**config.mk**
```make
export PLATFORM = sky130hd
export DESIGN_NAME = dptr_bank
export DESIGN_NICKNAME = d
export VERILOG_FILES = /design/src/rtl/dptr_pkg.sv /design/src/rtl/dptr_cell.sv /design/src/rtl/dptr_selreg.sv /design/src/rtl/dptr_rdmux.sv /design/src/rtl/dptr_bank.sv
export SDC_FILE = /design/constraint.sdc
export NUM_CORES = 1
export LEC_CHECK = 0
export BUFFER_PORTS_ARGS = -buffer_cell sky130_fd_sc_hd__buf_2
export CORE_MARGIN = 4
export CORE_UTILIZATION = 45
export DETAILED_ROUTE_END_ITERATION = 10
export PLACE_DENSITY = 0.72
export SYNTH_ARGS = -nofsm -noshare
export SYNTH_HDL_FRONTEND = slang
export SYNTH_SLANG_ARGS = --single-unit
```
**constraint.sdc**
```tcl
create_clock -name clk -period 4.3 [get_ports clk]
set_clock_uncertainty 0.2 [all_clocks]
set_input_delay 0.43 -clock clk [delete_from_list [all_inputs] [get_ports clk]]
set_output_delay 0.43 -clock clk [all_outputs]
set_load 0.01 [all_outputs]
```
**src/rtl/dptr_pkg.sv**
```systemverilog
// Package: shared command encoding for the data pointer bank.
// Assumes: consumers import it; no state lives here.
package dptr_pkg;

    // Datapath command delivered to one pointer cell per cycle.
    typedef enum logic [1:0] {
        CMD_IDLE = 2'd0,
        CMD_LOAD = 2'd1,
        CMD_INC  = 2'd2
    } dp_cmd_e;

    // Resolve raw datapath strobes into one command; load outranks increment.
    function automatic dp_cmd_e resolve_cmd(input logic load, input logic inc);
        if (load)
            return CMD_LOAD;
        else if (inc)
            return CMD_INC;
        else
            return CMD_IDLE;
    endfunction

endpackage

```
**src/rtl/dptr_cell.sv**
```systemverilog
// Module: one multi-byte pointer register with byte-wide bus access.
// Does: byte writes from the register bus, full loads and increments
//       from the datapath, and a byte read port.
// Assumes: bus writes outrank datapath commands; the bytes sit at
//          BASE, BASE+1, ... with the least significant byte first.
module dptr_cell
    import dptr_pkg::*;
#(
    parameter int ADDR_W = 8,
    parameter int DATA_W = 8,
    parameter int BYTES  = 2,
    parameter logic [ADDR_W-1:0] BASE = 8'h82,
    localparam int PTR_W = DATA_W * BYTES
) (
    input  logic              clk,
    input  logic              rst_n,
    input  logic [ADDR_W-1:0] bus_addr,
    input  logic              bus_we,
    input  logic [DATA_W-1:0] bus_wdata,
    input  dp_cmd_e           cmd,
    input  logic [PTR_W-1:0]  load_val,
    output logic [PTR_W-1:0]  ptr_q,
    output logic              rd_hit,
    output logic [DATA_W-1:0] rd_byte
);

    logic [BYTES-1:0] byte_hit;
    logic [BYTES-1:0] byte_wr;
    logic             any_wr;

    // Per-byte address decode.
    for (genvar b = 0; b < BYTES; b++) begin : g_dec
        localparam logic [ADDR_W-1:0] BYTE_ADDR = ADDR_W'(BASE + b);
        assign byte_hit[b] = (bus_addr == BYTE_ADDR);
        assign byte_wr[b]  = bus_we && byte_hit[b];
    end

    assign any_wr = |byte_wr;
    assign rd_hit = |byte_hit;

    // Pointer storage: bus bytes first, then load, then increment.
    always_ff @(posedge clk) begin
        if (!rst_n) begin
            ptr_q <= '0;
        end else if (any_wr) begin
            for (int b = 0; b < BYTES; b++) begin
                if (byte_wr[b])
                    ptr_q[b*DATA_W +: DATA_W] <= bus_wdata;
            end
        end else begin
            case (cmd)
                CMD_LOAD: ptr_q <= load_val;
                CMD_INC:  ptr_q <= ptr_q + PTR_W'(1);
                default:  ptr_q <= ptr_q;
            endcase
        end
    end

    // Read-side byte select; zero when no byte matches.
    always_comb begin
        rd_byte = '0;
        for (int b = 0; b < BYTES; b++) begin
            if (byte_hit[b])
                rd_byte = ptr_q[b*DATA_W +: DATA_W];
        end
    end

endmodule

```
**src/rtl/dptr_selreg.sv**
```systemverilog
// Module: pointer-select register.
// Does: keeps only the low SEL_W bits of a bus write and reads back
//       zero-extended.
// Assumes: the pointer count is a power of two, so every stored code
//          names a real pointer.
module dptr_selreg #(
    parameter int ADDR_W = 8,
    parameter int DATA_W = 8,
    parameter int SEL_W  = 1,
    parameter logic [ADDR_W-1:0] SEL_ADDR = 8'h86
) (
    input  logic              clk,
    input  logic              rst_n,
    input  logic [ADDR_W-1:0] bus_addr,
    input  logic              bus_we,
    input  logic [DATA_W-1:0] bus_wdata,
    output logic [SEL_W-1:0]  sel_q,
    output logic              rd_hit,
    output logic [DATA_W-1:0] rd_byte
);

    assign rd_hit = (bus_addr == SEL_ADDR);

    // Select storage: low bits of a matching write only.
    always_ff @(posedge clk) begin
        if (!rst_n)
            sel_q <= '0;
        else if (bus_we && rd_hit)
            sel_q <= bus_wdata[SEL_W-1:0];
    end

    // Zero-extended read value.
    always_comb begin
        rd_byte = '0;
        rd_byte[SEL_W-1:0] = sel_q;
    end

endmodule

```
**src/rtl/dptr_rdmux.sv**
```systemverilog
// Module: read-data combiner for the register bus.
// Does: AND-OR merges N byte sources by their hit flags.
// Assumes: at most one hit is active; no hit yields zero.
module dptr_rdmux #(
    parameter int DATA_W = 8,
    parameter int N_SRC  = 3
) (
    input  logic [N_SRC-1:0]  hit,
    input  logic [DATA_W-1:0] src [N_SRC],
    output logic [DATA_W-1:0] rdata
);

    // OR of the gated sources.
    always_comb begin
        rdata = '0;
        for (int i = 0; i < N_SRC; i++) begin
            rdata = rdata | (hit[i] ? src[i] : '0);
        end
    end

endmodule

```
**src/rtl/dptr_bank.sv**
```systemverilog
// Module: dual data pointer register bank (top).
// Does: holds NUM_PTR pointers and a select register on a byte bus and
//       steers datapath load/increment to the selected pointer, whose
//       value it presents as dp_addr.
// Assumes: pointers are packed PTR_BYTES apart from DP_BASE; a select
//          change takes effect on the cycle after its bus write.
module dptr_bank
    import dptr_pkg::*;
#(
    parameter int ADDR_W    = 8,
    parameter int DATA_W    = 8,
    parameter int NUM_PTR   = 2,
    parameter int PTR_BYTES = 2,
    parameter logic [ADDR_W-1:0] DP_BASE  = 8'h82,
    parameter logic [ADDR_W-1:0] SEL_ADDR = 8'h86,
    localparam int PTR_W = DATA_W * PTR_BYTES,
    localparam int SEL_W = (NUM_PTR > 1) ? $clog2(NUM_PTR) : 1
) (
    input  logic              clk,
    input  logic              rst_n,
    input  logic [ADDR_W-1:0] sfr_addr,
    input  logic              sfr_we,
    input  logic [DATA_W-1:0] sfr_wdata,
    output logic [DATA_W-1:0] sfr_rdata,
    input  logic              dp_load,
    input  logic [PTR_W-1:0]  dp_load_val,
    input  logic              dp_inc,
    output logic [PTR_W-1:0]  dp_addr,
    output logic [SEL_W-1:0]  dp_sel
);

    localparam int N_SRC = NUM_PTR + 1;

    dp_cmd_e           req_cmd;
    logic [PTR_W-1:0]  ptr_val [NUM_PTR];
    logic [N_SRC-1:0]  rd_hit;
    logic [DATA_W-1:0] rd_src  [N_SRC];

    // Raw strobes to a single prioritised command.
    assign req_cmd = resolve_cmd(dp_load, dp_inc);

    dptr_selreg #(
        .ADDR_W   (ADDR_W),
        .DATA_W   (DATA_W),
        .SEL_W    (SEL_W),
        .SEL_ADDR (SEL_ADDR)
    ) u_sel (
        .clk       (clk),
        .rst_n     (rst_n),
        .bus_addr  (sfr_addr),
        .bus_we    (sfr_we),
        .bus_wdata (sfr_wdata),
        .sel_q     (dp_sel),
        .rd_hit    (rd_hit[NUM_PTR]),
        .rd_byte   (rd_src[NUM_PTR])
    );

    for (genvar i = 0; i < NUM_PTR; i++) begin : g_ptr
        localparam logic [ADDR_W-1:0] CELL_BASE = ADDR_W'(DP_BASE + i * PTR_BYTES);
        dp_cmd_e cell_cmd;

        // Only the selected cell sees the datapath command.
        assign cell_cmd = (dp_sel == SEL_W'(i)) ? req_cmd : CMD_IDLE;

        dptr_cell #(
            .ADDR_W (ADDR_W),
            .DATA_W (DATA_W),
            .BYTES  (PTR_BYTES),
            .BASE   (CELL_BASE)
        ) u_cell (
            .clk       (clk),
            .rst_n     (rst_n),
            .bus_addr  (sfr_addr),
            .bus_we    (sfr_we),
            .bus_wdata (sfr_wdata),
            .cmd       (cell_cmd),
            .load_val  (dp_load_val),
            .ptr_q     (ptr_val[i]),
            .rd_hit    (rd_hit[i]),
            .rd_byte   (rd_src[i])
        );
    end

    // Selected pointer to the datapath.
    assign dp_addr = ptr_val[dp_sel];

    dptr_rdmux #(
        .DATA_W (DATA_W),
        .N_SRC  (N_SRC)
    ) u_rdmux (
        .hit   (rd_hit),
        .src   (rd_src),
        .rdata (sfr_rdata)
    );

endmodule

```
======== Word-level counts from Yosys, hierarchy flattened ========
Cells that the tools add are included.
Widths: inputs -> output; s select.
word-level totals
  register bits after elaboration ......... 33
  output and inout port bits .............. 25
  word-level logic and storage cells ...... 61
  bits of input ports ..................... 37
cells by class
  equality and inequality tests ........... 13
  reductions and logical operators ........ 15
  bitwise logic cells ..................... 3
  $add $sub $neg .......................... 2
  order comparisons ....................... 1
  muxes and demuxes ....................... 22
operators with widths
  cell                   count
  $mux 16                5
  $mux 8                 10
  $pmux 16 s2            2
  $eq 8x8->1 const B     5
  $add 16x1->16 const B  2
  $mux 2                 4
  $ne 2x1->1 const B     4
  $or 8x1->8             1
  $or 8x8->8             1
  $reduce_and 2->1       4
  $reduce_or 2->1        4
  $reduce_bool 3->1      2
  $logic_and 1x1->1      5
  $eq 2x1->1 const B     2
  $eq 2x2->1 const B     2
  $ge 2x2->1 const B     1
  $not 1->2              1
  $mux 1                 1

======== Logic depth before layout (Yosys ltp) ========
Gate-level depths: netlist (run 1).
  depth in word-level cells ............... 6
  mapped depth ............................ 10
  depth with buffers taken out ............ 7

======== Cells and area by module ========
Synthesis (run 1) repeated with hierarchy kept, for this count alone.
second synthesis, totals
  cells, all modules ...................... 428
  area total of the unflattened synthesis .. 3372.0 um^2
modules (own cells, without submodules)
  module                       seq. area each (um^2)  times used  cells an instance  area an instance (um^2)
  dptr_cell (g_ptr[1].u_cell)  320.3                  1           187                1446.4
  dptr_cell (g_ptr[0].u_cell)  320.3                  1           185                1375.1
  dptr_bank                    0.0                    1           22                 291.5
  dptr_selreg                  20.0                   1           16                 138.9
  dptr_rdmux                   0.0                    1           18                 120.1

======== Worst setup path after synthesis (run 1) ========
Ideal clock, no wire load.
  path kind ............................... reg-to-reg
  start point ............................. register u_sel.sel_q
  end point ............................... register g_ptr[1].u_cell.ptr_q[14]
  library setup time ...................... 0.070 ns
  arrival time ............................ 2.377 ns
  slack ................................... 1.653 ns
  path buffers ............................ 4
  cell stages (with the launch flop) ...... 11
  required time ........................... 4.030 ns
  path through ............................ dfxtp_1 clkbuf_1 buf_1 and3b_1 ha_1 clkbuf_1 buf_1 o21ai_0 a21oi_1 o21ai_0 a21oi_1
on the way
  word-level cells in the longest chain between the ends .. 4
  elaborated cells between the ends (all ways) .. 7
  those cells by class .................... 2 x eq/ne; 3 x mux; 2 x reduce/logical
ends and longest elaborated chain
  what                                              RTL line           RTL
  start: declaration                                dptr_selreg.sv:17  output logic [SEL_W-1:0] sel_q,
  start signal: assignment                          dptr_selreg.sv:29  sel_q <= bus_wdata[SEL_W-1:0];
  $mux 2 (*)                                        dptr_bank.sv:63    assign cell_cmd = (dp_sel == SEL_W'(i)) ? req_cmd : CMD_IDLE;
  $eq 2x2->1 or $eq 2x1->1 (tied branches)          dptr_cell.sv:51    case (cmd)
  $pmux 16 s2 or $reduce_bool 3->1 (tied branches)  --
  $mux 16 or $reduce_and 2->1 (tied branches)       --
  end signal: indexed assignment                    dptr_cell.sv:48    ptr_q[b*DATA_W +: DATA_W] <= bus_wdata;
  end signal: assignment                            dptr_cell.sv:52    CMD_LOAD: ptr_q <= load_val;
  end signal: assignment                            dptr_cell.sv:53    CMD_INC: ptr_q <= ptr_q + PTR_W'(1);
  end: declaration                                  dptr_cell.sv:22    output logic [PTR_W-1:0] ptr_q,
Mark *: on every way between the ends. The rest lies on a longest branch, timed or not.
A chain may end at the register's enable or synchronous reset.

======== Worst setup path after layout (run 1) ========
  start point ............................. register u_sel.sel_q
  end point ............................... register g_ptr[1].u_cell.ptr_q[11]
Same word-level chain as after synthesis.

==> flow_summary.ini, run 1 <==
[power]
vdd.ir_drop.worst_mv = 0.143
p_total_mw = 0.808
p_leak_nw = 1.26
powerDensity_nw_per_um2 = 236

[min_path]
min_path_type = in2reg

[logic_synthesis]
synth_cell_types = 60
synth_edf_count = 0
synth_area_per_cell_um2 = 7.49
ys_top_cells_by_area = dfxtp_1 (22%), mux2i_1 (7.5%), nand2_1 (6.0%)
postSynth.asyncResetShare_pct = 0
yosysWarnings = 0
syn_inst = 408
synth_seq_area_share_pct = 21.6
synth_flop_cell = dfxtp_1
yosysMostFrequentCell = nand2_1
synth_fp_nets = 449
yosys.area.top_type_share_pct = 21.6
synth_seq_cells = 33
synth_area_um2 = 3060
synth_common_cells = nand2_1 (49), dfxtp_1 (33), o21ai_0 (31)
synth_area_leader_cell = dfxtp_1

[timing]
fin_setup_tns_ns = 0
rsz0062_at_grt = false
tightest_slew_ns = 1.04
slew_violations = 0
setup_viol = 0
post-route-min-period_ns = 2.87
post-route-period-util_pct = 66.7
hold_viol_final = 0
whs_ns = 0.257
slew_headroom_pct = 30.5
fmax_mhz = 348

[floorplan]
num_io_pins = 62
dieWidth_um = 90.4
die_y_um = 90.4
initial_core_util_pct = 47.3
coreArea_um2 = 6460
design.die.area_um2 = 8180
num_rows = 29

[grt]
grt_usage_pct = 26.4
grt_pass1_vias = 3172
grt_pass1_wl_mm = 17.4
antenna_found_initial = 0
grt-ovfl-total = 0
grt_max_degree = 43

[critical_path]
cp_top_family = adder cells
slowest_stage = ha_1
worstPathArrival_ns = 2.87
path_cells = buf_4 > and3b_1 > ha_1 > o22ai_1 > or3b_2 > a41o_1
worstPathRequired_ns = 4.30
endpoint_kind = flop
worstPathMaxFanout = 31
max_stage_delay_ns = 0.81
crit_buf_inv = 1
critPathLaunchType = flop
crit_type = reg2reg

[cts]
postCtsSetupRepairBufs = 0
cts_tree = done
clkTransAtPathRegs_ns = 0.08
postCtsHoldBufs = 0
cts_buffers = 5
insertion_delay_ns = 0.30
cts_resized = 0
clock-root-buffer = clkbuf_8
clock-sinks = 33
clock_path_buffers = 2
h-tree-depth = 2

[final_layout]
num_antenna_cells = 0
layout.nets = 481
finalNonFillerCells = 518
layout-drive-gt1-share_pct = 22.4
final_util_pct = 52.9
syn_to_final_growth_pct = 11.7

[routing]
antenna_left = 0
drcViolationCount = 0
routed_via_density = 6.67
wirelength_mm = 11.1
wire_per_inst_um = 21.3
firstDrtPassIters = 5
vias = 3454
first_iter_violations = 413

[job]
drv_cap = 0

[placement]
port_buffers = 61
numPlacedInstances = 510
routabilityCongestion = 0.998
dp_hpwl_mm = 7.84

[run_status]
status = completed
## placed cells by master, fill, tap and decap left out, types with 11 or more instances in the layout
cell type / count
a21oi_1: 14
a31oi_1: 11
buf_2: 61
dfxtp_1: 33
inv_1: 12
mux2_2: 12
mux2i_1: 23
nand2_1: 49
nand4_1: 12
nor2_1: 21
nor3_1: 15
o21ai_0: 31
xnor2_1: 14
## worst reg2reg max path, stage by stage (launching register included)
cell and delay [ns]:
dfxtp_1 0.32, buf_4 0.29, and3b_1 0.22, ha_1 0.81
o22ai_1 0.20, or3b_2 0.49, a41o_1 0.24
## cell families (layout without fill, tap and decap cells)
group	count (synthesis)	after routing	share of synthesized area, %
xor gates and xnor gates	21	21	6.01
DFF	33	33	21.6
AOI/OAI and AO/OA	120	120	27.3
buffers and inverters	53	86	7.49
and+or+nand+nor	142	142	24.1
muxes	35	35	11.9
adders and majority gates	4	4	1.64
## where the power goes
| part | total (mW) | internal, mW | switching, mW |
|---|---|---|---|
| Clock | 0.273 | 0.145 | 0.128 |
| Sequential | 0.356 | 0.321 | 0.0352 |
| Combinational | 0.178 | 0.0769 | 0.101 |
## area by class of cell
class                   instances  area, um2
well taps                      77       96.3
multi-input cells             322       2170
repair buffers                 66        343
clock inverters                 1       5.00
flip-flops and latches         33        661
inverters                      12       45.0
clock buffers                   7       96.3
fillers                       636       3040
## through the flow
stage	area, um2	setup slack, ns
floorplan	3060	1.65
finish	3410	1.43
global placement	3310	1.50
global route	3410	1.24
CTS	3410	1.47
detailed placement	3310	1.45
## path summary, 6_finish.rpt
check / slack, ns / cells past startpoint / from / endpoint
min reg2reg: 0.36 / 2 / g_ptr[0].u_cell.ptr_q[13] / g_ptr[0].u_cell.ptr_q[13]
max reg2reg: 1.43 / 6 / u_sel.sel_q / g_ptr[1].u_cell.ptr_q[11]
max: 1.43 / 6 / u_sel.sel_q / g_ptr[1].u_cell.ptr_q[11]
min: 0.26 / 3 / sfr_wdata[5] / g_ptr[1].u_cell.ptr_q[5]
## routing by layer
layer	GRT usage (%)	vias up	share of wire, %
met2	38.0	249	41
met1	37.2	1590	43
li1	-	1571	-
met3	5.92	44	12
met4	12.4	0	4.3
met5	0	-	0
## sequential cells by signal, summed over array words and instances, names as in the netlist
signal / cells
g_ptr.u_cell.ptr_q: 32
u_sel.sel_q: 1
Note: power is estimated with default switching activity, not from simulation.
==> inputs of run 2 (changes only) <==
PLACE_DENSITY = 0.75   (was 0.72)
clock period = 2.55 ns   (was 4.3 ns; I/O delays follow)
==> flow_summary.ini, run 2 (same netlist as run 1, synthesis figures left out) <==
[timing]
setup_viol = 0
rsz0062_at_grt = false
slew_headroom_pct = 47.1
hold_viol_final = 0
fin_setup_tns_ns = 0
tightest_slew_ns = 0.794
fmax_mhz = 439
post-route-min-period_ns = 2.28
slew_violations = 0
post-route-period-util_pct = 89.4

[final_layout]
final_common_cell = buf_2
regMostFlops = g_ptr.u_cell.ptr_q
nFillCells = 609
syn_to_final_growth_pct = 16.0
largest_registers = g_ptr.u_cell.ptr_q x32, u_sel.sel_q x1
final_cell_mix = buf_2 (61), nand2_1 (49), dfxtp_1 (33)
final_util_pct = 54.9
num_antenna_cells = 0
layout-drive-gt1-share_pct = 25.0
largest_reg_flops = 32
layout.nets = 500

[cts]
cts_resized = 0
h-tree-depth = 2
clock_path_buffers = 2
clock-sinks = 33
insertion_delay_ns = 0.29
cts_buffers = 5
postCtsHoldBufs = 0
cts_tree = done
clock-root-buffer = clkbuf_8
postCtsSetupRepairBufs = 0
clkTransAtPathRegs_ns = 0.07

[critical_path]
crit_buf_inv = 1
path_cells = and3b_1 > ha_1 > buf_4 > or4b_2 > a31oi_1
r2r-end = g_ptr[1].u_cell.ptr_q[9]
critPathLaunchType = flop
slowest_stage = or4b_2
worstPathMaxFanout = 22
endpoint_kind = flop
worstPathRequired_ns = 2.56
ff2ff_path_depth = 5
max_stage_delay_ns = 0.61
worstPathArrival_ns = 2.29
r2r_start = u_sel.sel_q
rrSetupSlack_ns = 0.27
cp_top_family = simple AND/OR/NAND/NOR gates
crit_type = reg2reg

[power]
p_total_mw = 1.29
p_leak_nw = 1.34
vdd.ir_drop.worst_mv = 0.213
powerDensity_nw_per_um2 = 363

[grt]
grt_pass1_wl_mm = 17.2
grt_pass1_vias = 3191
grt-ovfl-total = 0
grt_usage_pct = 26.2
antenna_found_initial = 0
grt_max_degree = 43

[min_path]
holdCritStartpoint = dp_load_val[7]
whs_path_depth = 3
min_to = g_ptr[0].u_cell.ptr_q[7]
min_path_type = in2reg

[floorplan]
initial_core_util_pct = 47.3
coreArea_um2 = 6460
die_y_um = 90.4
design.die.area_um2 = 8180
num_rows = 29
num_io_pins = 62
dieWidth_um = 90.4

[routing]
antenna_left = 0
wire_per_inst_um = 20.1
wirelength_mm = 10.8
routed_via_density = 6.45
vias = 3463
drcViolationCount = 0
firstDrtPassIters = 5
first_iter_violations = 330

[placement]
dp_hpwl_mm = 8.05
routabilityCongestion = 0.976
port_buffers = 61

[job]
drv_cap = 0

[run_status]
status = completed
==> run 2: cell count changes in the layout (fill, tap and decap cells not counted), sizes merged <==
cell    change
buf        +19
clkbuf      +1
clkinv      -1
==> run 2: worst max-delay path by stage <==
stage                startpoint                        end  slack [ns]  cells past startpoint
global placement    sfr_addr[1]  g_ptr[1].u_cell.ptr_q[11]        0.13                      6
CTS                 u_sel.sel_q   g_ptr[1].u_cell.ptr_q[9]        0.29                      5
detailed placement  sfr_addr[1]  g_ptr[1].u_cell.ptr_q[11]        0.07                      6
floorplan           u_sel.sel_q  g_ptr[1].u_cell.ptr_q[14]        0.03                     10
finish              u_sel.sel_q   g_ptr[1].u_cell.ptr_q[9]        0.27                      5
global route        u_sel.sel_q   g_ptr[1].u_cell.ptr_q[9]        0.19                      5
==> run 2: routing by layer <==
metal	share of wire [%]	vias up	GRT usage, %	wire length, um
met4	4.1	0	10.5	438
met3	12	38	5.17	1270
met1	41	1585	35.5	4420
met5	0	-	0	0
li1	-	1609	-	-
met2	43	231	40.6	4640
==> run 2: report_power, final <==
group | internal [mW] | switching [mW] | total [mW]
combinational | 0.136 | 0.173 | 0.309
clock | 0.194 | 0.197 | 0.391
sequential | 0.542 | 0.0466 | 0.588
total | 0.872 | 0.417 | 1.29
==> run 2: layout make-up <==
cell class	instances	area, um2	share of cell area [%]
well taps	77	96.3	2.72
flip-flops and latches	33	661	18.6
multi-input cells	322	2170	61.1
inverters	12	45.0	1.27
clock buffers	8	80.1	2.26
repair buffers	85	498	14.0
==> run 2: worst reg2reg max path: cells and delay by family, from the launching register on <==
kind	cells	cell delay, ns
AOI/OAI and AO/OA	1	0.17
adders and majority gates	1	0.23
buffers and inverters	1	0.29
DFF	1	0.48
and+or+nand+nor	2	0.83
==> run 2: stage by stage <==
step / setup slack, ns / hold WS, ns / area (um2) / std cells
3_5_place_dp: 0.0657 / 0.339 / 3470 / 529
5_1_grt: 0.193 / 0.0958 / 3550 / 537
6_report: 0.272 / 0.0949 / 3550 / 537
3_3_place_gp: 0.130 / 0.325 / 3470 / 529
2_1_floorplan: 0.0264 / 0.208 / 3060 / 408
4_1_cts: 0.286 / 0.0869 / 3550 / 537
